$ cat src/rtl/tmr_wave_pkg.sv
package tmr_wave_pkg;

  typedef enum logic [1:0] {
    WK_NORMAL = 2'd0,
    WK_CTC    = 2'd1,
    WK_FAST   = 2'd2,
    WK_PHASE  = 2'd3
  } wave_kind_t;

  typedef enum logic [1:0] {
    ACT_NONE = 2'd0,
    ACT_SET  = 2'd1,
    ACT_CLR  = 2'd2,
    ACT_TGL  = 2'd3
  } pin_act_t;

  function automatic wave_kind_t decode_kind(input logic [2:0] wm);
    wave_kind_t k;
    case (wm)
      3'd1, 3'd5: k = WK_PHASE;
      3'd2:       k = WK_CTC;
      3'd3, 3'd7: k = WK_FAST;
      default:    k = WK_NORMAL;
    endcase
    return k;
  endfunction

  function automatic logic is_pwm(input wave_kind_t k);
    return (k == WK_FAST) || (k == WK_PHASE);
  endfunction

  function automatic logic top_from_a(input logic [2:0] wm);
    return wm[2] && is_pwm(decode_kind(wm));
  endfunction

  function automatic logic chan_connected(input wave_kind_t k, input logic [1:0] cm,
                                          input logic is_a, input logic wm2);
    logic c;
    if (cm == 2'b00)                      c = 1'b0;
    else if (is_pwm(k) && cm == 2'b01)    c = is_a && wm2;
    else                                  c = 1'b1;
    return c;
  endfunction

  function automatic pin_act_t match_action(input wave_kind_t k, input logic [1:0] cm,
                                            input logic is_a, input logic wm2,
                                            input logic up);
    pin_act_t a;
    a = ACT_NONE;
    if (cm == 2'b00) begin
      a = ACT_NONE;
    end else if (!is_pwm(k)) begin
      case (cm)
        2'b01:   a = ACT_TGL;
        2'b10:   a = ACT_CLR;
        default: a = ACT_SET;
      endcase
    end else if (cm == 2'b01) begin
      a = (is_a && wm2) ? ACT_TGL : ACT_NONE;
    end else if (k == WK_FAST) begin
      a = (cm == 2'b10) ? ACT_CLR : ACT_SET;
    end else begin
      if (cm == 2'b10) a = up ? ACT_CLR : ACT_SET;
      else             a = up ? ACT_SET : ACT_CLR;
    end
    return a;
  endfunction

  function automatic pin_act_t boundary_action(input logic [1:0] cm);
    pin_act_t a;
    case (cm)
      2'b10:   a = ACT_SET;
      2'b11:   a = ACT_CLR;
      default: a = ACT_NONE;
    endcase
    return a;
  endfunction

  function automatic logic apply_action(input pin_act_t a, input logic cur);
    logic n;
    case (a)
      ACT_SET: n = 1'b1;
      ACT_CLR: n = 1'b0;
      ACT_TGL: n = ~cur;
      default: n = cur;
    endcase
    return n;
  endfunction

endpackage

$ cat src/rtl/tmr_wave_counter.sv
module tmr_wave_counter
  import tmr_wave_pkg::*;
#(
  parameter int W = 8
) (
  input  logic         clk,
  input  logic         rst_n,
  input  logic         en,
  input  wave_kind_t   kind,
  input  logic [W-1:0] top_val,
  input  logic [W-1:0] ctc_cmp,
  output logic [W-1:0] cnt,
  output logic         up_step,
  output logic         at_top,
  output logic         wrap_evt,
  output logic         turn_evt,
  output logic         load_evt
);
  localparam logic [W-1:0] ZERO = '0;
  localparam logic [W-1:0] ONE  = W'(1);

  logic         up_reg;
  logic [W-1:0] cnt_nxt;

  function automatic logic [W-1:0] step_count(input wave_kind_t k, input logic [W-1:0] c,
                                              input logic [W-1:0] t, input logic [W-1:0] m,
                                              input logic up);
    logic [W-1:0] n;
    case (k)
      WK_CTC:   n = (c == m) ? ZERO : c + ONE;
      WK_FAST:  n = (c >= t) ? ZERO : c + ONE;
      WK_PHASE: begin
        if (t == ZERO) n = ZERO;
        else           n = up ? c + ONE : c - ONE;
      end
      default:  n = c + ONE;
    endcase
    return n;
  endfunction

  assign at_top = (cnt >= top_val);

  always_comb begin
    if (kind != WK_PHASE)   up_step = 1'b1;
    else if (cnt == ZERO)   up_step = 1'b1;
    else if (at_top)        up_step = 1'b0;
    else                    up_step = up_reg;
  end

  assign cnt_nxt  = step_count(kind, cnt, top_val, ctc_cmp, up_step);
  assign wrap_evt = en && (kind == WK_FAST) && at_top;
  assign turn_evt = en && (kind == WK_PHASE) && at_top && !up_step;
  assign load_evt = en && is_pwm(kind) && at_top;

  always_ff @(posedge clk or negedge rst_n) begin
    if (!rst_n) begin
      cnt    <= ZERO;
      up_reg <= 1'b1;
    end else if (en) begin
      cnt    <= cnt_nxt;
      up_reg <= up_step;
    end
  end
endmodule

$ cat src/rtl/tmr_wave_cmpbuf.sv
module tmr_wave_cmpbuf #(
  parameter int W = 8
) (
  input  logic         clk,
  input  logic         rst_n,
  input  logic         pwm,
  input  logic         load,
  input  logic [W-1:0] din,
  output logic [W-1:0] eff
);
  logic [W-1:0] held;

  always_ff @(posedge clk or negedge rst_n) begin
    if (!rst_n)              held <= '0;
    else if (!pwm || load)   held <= din;
  end

  assign eff = pwm ? held : din;
endmodule

$ cat src/rtl/tmr_wave_chan.sv
module tmr_wave_chan
  import tmr_wave_pkg::*;
#(
  parameter int W    = 8,
  parameter bit IS_A = 1'b0
) (
  input  logic         clk,
  input  logic         rst_n,
  input  logic         en,
  input  wave_kind_t   kind,
  input  logic         wm2,
  input  logic [1:0]   cm,
  input  logic [W-1:0] cnt,
  input  logic [W-1:0] cmp_eff,
  input  logic [W-1:0] top_val,
  input  logic         up_step,
  input  logic         wrap_evt,
  input  logic         turn_evt,
  input  logic         ddr,
  output logic         wave,
  output logic         ovr,
  output logic         pin
);
  logic     hit;
  logic     special;
  pin_act_t act;

  assign hit     = en && (cnt == cmp_eff);
  assign special = is_pwm(kind) && cm[1] && (cmp_eff == top_val);

  always_comb begin
    if (wrap_evt && cm[1])        act = boundary_action(cm);
    else if (turn_evt && special) act = boundary_action(cm);
    else if (hit && !special)     act = match_action(kind, cm, IS_A, wm2, up_step);
    else                          act = ACT_NONE;
  end

  always_ff @(posedge clk or negedge rst_n) begin
    if (!rst_n) wave <= 1'b0;
    else        wave <= apply_action(act, wave);
  end

  assign ovr = chan_connected(kind, cm, IS_A, wm2);
  assign pin = ovr && ddr && wave;
endmodule

$ cat src/rtl/tmr_wave_unit.sv
module tmr_wave_unit
  import tmr_wave_pkg::*;
#(
  parameter int CNT_W = 8
) (
  input  logic             clk,
  input  logic             rst_n,
  input  logic             cnt_en,
  input  logic [2:0]       wmode,
  input  logic [1:0]       cmode_a,
  input  logic [1:0]       cmode_b,
  input  logic [CNT_W-1:0] cmp_a_in,
  input  logic [CNT_W-1:0] cmp_b_in,
  input  logic             dir_a,
  input  logic             dir_b,
  output logic [CNT_W-1:0] cnt_q,
  output logic             pin_a,
  output logic             pin_b,
  output logic             ovr_a,
  output logic             ovr_b
);
  localparam int NCH = 2;
  localparam logic [CNT_W-1:0] FULL = '1;

  wave_kind_t       kind;
  logic             pwm;
  logic [CNT_W-1:0] top_val;
  logic             up_step, at_top, wrap_evt, turn_evt, load_evt;
  logic             wave_a, wave_b;

  logic [CNT_W-1:0] cmp_in  [NCH];
  logic [CNT_W-1:0] cmp_eff [NCH];
  logic [1:0]       cm_v    [NCH];
  logic             ddr_v   [NCH];
  logic             wave_v  [NCH];
  logic             ovr_v   [NCH];
  logic             pin_v   [NCH];

  assign kind    = decode_kind(wmode);
  assign pwm     = is_pwm(kind);
  assign top_val = top_from_a(wmode) ? cmp_eff[0] : FULL;

  assign cmp_in[0] = cmp_a_in;
  assign cmp_in[1] = cmp_b_in;
  assign cm_v[0]   = cmode_a;
  assign cm_v[1]   = cmode_b;
  assign ddr_v[0]  = dir_a;
  assign ddr_v[1]  = dir_b;

  tmr_wave_counter #(.W(CNT_W)) u_cnt (
    .clk      (clk),
    .rst_n    (rst_n),
    .en       (cnt_en),
    .kind     (kind),
    .top_val  (top_val),
    .ctc_cmp  (cmp_a_in),
    .cnt      (cnt_q),
    .up_step  (up_step),
    .at_top   (at_top),
    .wrap_evt (wrap_evt),
    .turn_evt (turn_evt),
    .load_evt (load_evt)
  );

  for (genvar ch = 0; ch < NCH; ch++) begin : g_ch
    tmr_wave_cmpbuf #(.W(CNT_W)) u_buf (
      .clk   (clk),
      .rst_n (rst_n),
      .pwm   (pwm),
      .load  (load_evt),
      .din   (cmp_in[ch]),
      .eff   (cmp_eff[ch])
    );

    tmr_wave_chan #(.W(CNT_W), .IS_A(ch == 0)) u_chan (
      .clk      (clk),
      .rst_n    (rst_n),
      .en       (cnt_en),
      .kind     (kind),
      .wm2      (wmode[2]),
      .cm       (cm_v[ch]),
      .cnt      (cnt_q),
      .cmp_eff  (cmp_eff[ch]),
      .top_val  (top_val),
      .up_step  (up_step),
      .wrap_evt (wrap_evt),
      .turn_evt (turn_evt),
      .ddr      (ddr_v[ch]),
      .wave     (wave_v[ch]),
      .ovr      (ovr_v[ch]),
      .pin      (pin_v[ch])
    );
  end

  assign wave_a = wave_v[0];
  assign wave_b = wave_v[1];
  assign pin_a  = pin_v[0];
  assign pin_b  = pin_v[1];
  assign ovr_a  = ovr_v[0];
  assign ovr_b  = ovr_v[1];
endmodule

$ cat config.mk
export PLATFORM = sky130hd
export DESIGN_NAME = tmr_wave_unit
export DESIGN_NICKNAME = d
export VERILOG_FILES = /design/src/rtl/tmr_wave_pkg.sv /design/src/rtl/tmr_wave_counter.sv /design/src/rtl/tmr_wave_cmpbuf.sv /design/src/rtl/tmr_wave_chan.sv /design/src/rtl/tmr_wave_unit.sv
export SDC_FILE = /design/constraint.sdc
export NUM_CORES = 1
export LEC_CHECK = 0
export BUFFER_PORTS_ARGS = -buffer_cell sky130_fd_sc_hd__buf_2
export CAP_MARGIN = 10
export CORE_MARGIN = 2
export CORE_UTILIZATION = 63
export DETAILED_ROUTE_END_ITERATION = 10
export PLACE_DENSITY_LB_ADDON = 0.15
export SKIP_CTS_REPAIR_TIMING = 1
export SLEW_MARGIN = 20
export SYNTH_ARGS = -nofsm -noshare
export SYNTH_HDL_FRONTEND = slang
export SYNTH_SLANG_ARGS = --single-unit
$ cat constraint.sdc
create_clock -name clk -period 4.19 [get_ports clk]
set_input_delay 0.838 -clock clk [delete_from_list [all_inputs] [get_ports clk]]
set_output_delay 0.838 -clock clk [all_outputs]
set_load 0.02 [all_outputs]
==> metrics <==
top cells by area, synth=dfrtp_1 (23%), ha_1 (8.8%), xnor2_1 (7.7%); f_max=between 200 and 300 MHz; startpoint types=input pin; top flop regs=g_ch.u_buf.held (16), u_cnt.cnt (8), g_ch.u_chan.wave (2); clk sinks=27; relative slew slack=57.78%; Final Hold Slack=~0.50 ns; GRT Total Usage=29.32%; initial DRC count=247; Via density=6.464; worst skew pair latency=0.29 ns; area of the die=0.005042 mm2; Crit path depth=11; DR pass1 iterations=5; Die Width=71.01 um; CP Class=input pin to flop; CP peak stage delay=0.43 ns; row count=24; number of I/O port buffers=39; Crit path top cell by count=nand2_1; Worst Setup SP=wmode[2]; Worst Tran Pin Value=0.6333 ns; CP Data Required Time=~4.4 ns; CTS Buf Count=3; Die H=around 71 um; Placement Cell Area=~0.0030 mm2; Worst EP arrival=around 3.6 ns; CP Capture Type=flop; crit path to=g_ch[0].u_buf.held[5]$_DFFE_PN0P_; RR Endpoint=g_ch[0].u_buf.held[5]$_DFFE_PN0P_; yosys warns=0; post-synth top area share=23.00%; Synth Flop Type=dfrtp_1; Routed WL=7.285 mm; H-tree levels=1; count of flip-flops with a built-in enable after synthesis=0; syn nets=374; Worst Reg2Reg Path Length in Cells=9; initial core utilization=about 65%; GR Overflow Total=0; Lkg Pwr=1.380 nW; Clock Skews=0.01009 ns; Synth async-reset ratio=100.0%; I/O Pins=40; crit path max fanout=16; max_cap viols=0; Synth area leader=dfrtp_1; ant diodes=0; Final HPWL DP=5.239 mm; Reg with most FFs=g_ch.u_buf.held; hold crit path type=flop to flop; syn_area_per_cell=just under 9 um2; CP Cell Sequence=buf_2, nand2_1, or2_2, ha_1, nand2b_1, a211o_1, a41oi_2, o21ai_1, nand2_1, nand2_2, mux2_1; CP top delay family=simple AND/OR/NAND/NOR gates; Clock Pin Slew Worst Setup and Hold Paths=0.09 ns; Post-Synthesis Cells=326; GPL Wtd Cong=about 0.94; first-pass GRT wire length=about 12 mm; Bufs and invs on worst path=1; root buf cell=clkbuf_8; drt wl/cell=approximately 18 um; Final setup viols=0; Vias=2,618; Largest register FFs=16; fin. max-slew vios=0; final hold vios=0; status=finished, final reports clean; final instance area=about 0.0031 mm2; flop2flop setup slack=1.06 ns; TritonCTS clock tree=built; Pwr Density=366.7 mW/mm2; Tmin final=3.452 ns; peak supply drop=0.0003112 V; DRC Markers=0; R2R Path Start=u_cnt.cnt[0]$_DFFE_PN0P_; initial antenna violation count=0; worst-path cell with the longest stage delay=mux2_1; commonest non-fill, non-tap cell in the layout=buf_2; sequential cell area fraction in the yosys report=23.93%; Mapped Area=0.002829 mm2; Clock Path Buffers=2; nets@finish=approximately 400; RSZ-0062 raised after global routing=false; largest net degree at the start of global routing=35; most frequent cells in the layout=buf_2 (39), dfrtp_1 (26), xnor2_1 (25), nand2_1 (23), ha_1 (20); share of cells above drive strength 1=between 15 and 20%; number of global-route vias before repair=~2,300; core area=roughly 0.0044 mm2; Netlist cell types=64; DRT antenna net count=0; P&R area growth vs syn=8.227%; Synth Register Bits=27; final worst path period share=between 80% and 90%; setup_tns=0 ns
## area by class of cell
class                      count  area [um2]
tap                           52       65.06
fill                         367        1292
timing repair buffer          41       210.2
sequential                    27       676.9
inverter                      15       56.30
clock buffer                   4       45.04
multi-input combinational    266        2008
## how the worst min path moves through the flow
stage	from	to	slack (ns)	depth (start not counted)
2_1_floorplan	g_ch[1].u_buf.held[0]$_DFFE_PN0P_	g_ch[1].u_buf.held[0]$_DFFE_PN0P_	0.46	1
3_3_place_gp	g_ch[1].u_buf.held[0]$_DFFE_PN0P_	g_ch[1].u_buf.held[0]$_DFFE_PN0P_	0.47	1
3_5_place_dp	g_ch[1].u_buf.held[2]$_DFFE_PN0P_	g_ch[1].u_buf.held[2]$_DFFE_PN0P_	0.48	1
4_1_cts	g_ch[1].u_buf.held[2]$_DFFE_PN0P_	g_ch[1].u_buf.held[2]$_DFFE_PN0P_	0.51	1
5_1_grt	g_ch[1].u_buf.held[2]$_DFFE_PN0P_	g_ch[1].u_buf.held[2]$_DFFE_PN0P_	0.52	1
6_report	g_ch[1].u_buf.held[2]$_DFFE_PN0P_	g_ch[1].u_buf.held[2]$_DFFE_PN0P_	0.50	1
## routing by layer
layer / vias to the layer above / track usage (%) / wire, um
li1: 1252 / - / -
met1: 1224 / 42.96 / 3338
met2: 131 / 46.11 / 3311
met3: 11 / 2.849 / 539
met4: 0 / 8.595 / 95
met5: - / 0 / 0
## cells by family after synthesis
logic type / share of synthesized area [%]
XOR/XNOR: 8.669
multiplexers: 13.14
buffers and inverters: 5.086
AND/OR/NAND/NOR: 22.07
AO/OA/AOI/OAI: 18.27
adder cells (fa/ha/maj): 8.846
flip-flops: 23.93
## per-stage QoR
stage          util (%)  worst slack, ns  instances  power, mW
3_5_place_dp      69.28           0.4720        401     0.9565
5_1_grt           70.32           0.5841        405      1.195
2_1_floorplan         -           0.8376        326     0.8203
3_3_place_gp      69.28           0.6319        401     0.9435
6_report          70.32           0.7376        405      1.123
4_1_cts           70.32           0.7617        405      1.119
## worst reg2reg max path: stages, from the launching register on
cell and delay, ns:
dfrtp_1 0.64, inv_1 0.22, ha_1 0.34, nand2b_1 0.17, a211o_1 0.34, a41oi_2 0.24, o21ai_1 0.15, nand2_1 0.17
nand2_2 0.29, mux2_1 0.44
## synth_stat cells (all sizes together), types with 3 or more instances
cell,n
a211o,4
a41oi,3
dfrtp,26
and3,10
o21ai,12
nor2b,7
ha,20
nand3,14
a21oi,9
xor2,3
mux2i,18
nor2,18
inv,15
mux2,17
xnor2,25
or3,3
o211ai,4
nand3b,3
buf,9
nor3,12
nor4,4
a31oi,4
nand2,24
nand2b,3
clkbuf,9
nand4,8
a22o,3
a211oi,5
## power breakdown
part / switching, mW / internal [mW] / leakage [nW] / total, mW
logic: 0.274 / 0.237 / 1.04 / 0.511
registers: 0.143 / 0.310 / 0.321 / 0.453
clock network: 0.0893 / 0.0685 / 0.0228 / 0.158
total: 0.507 / 0.615 / 1.38 / 1.12
(Power assumes the default switching activity.)
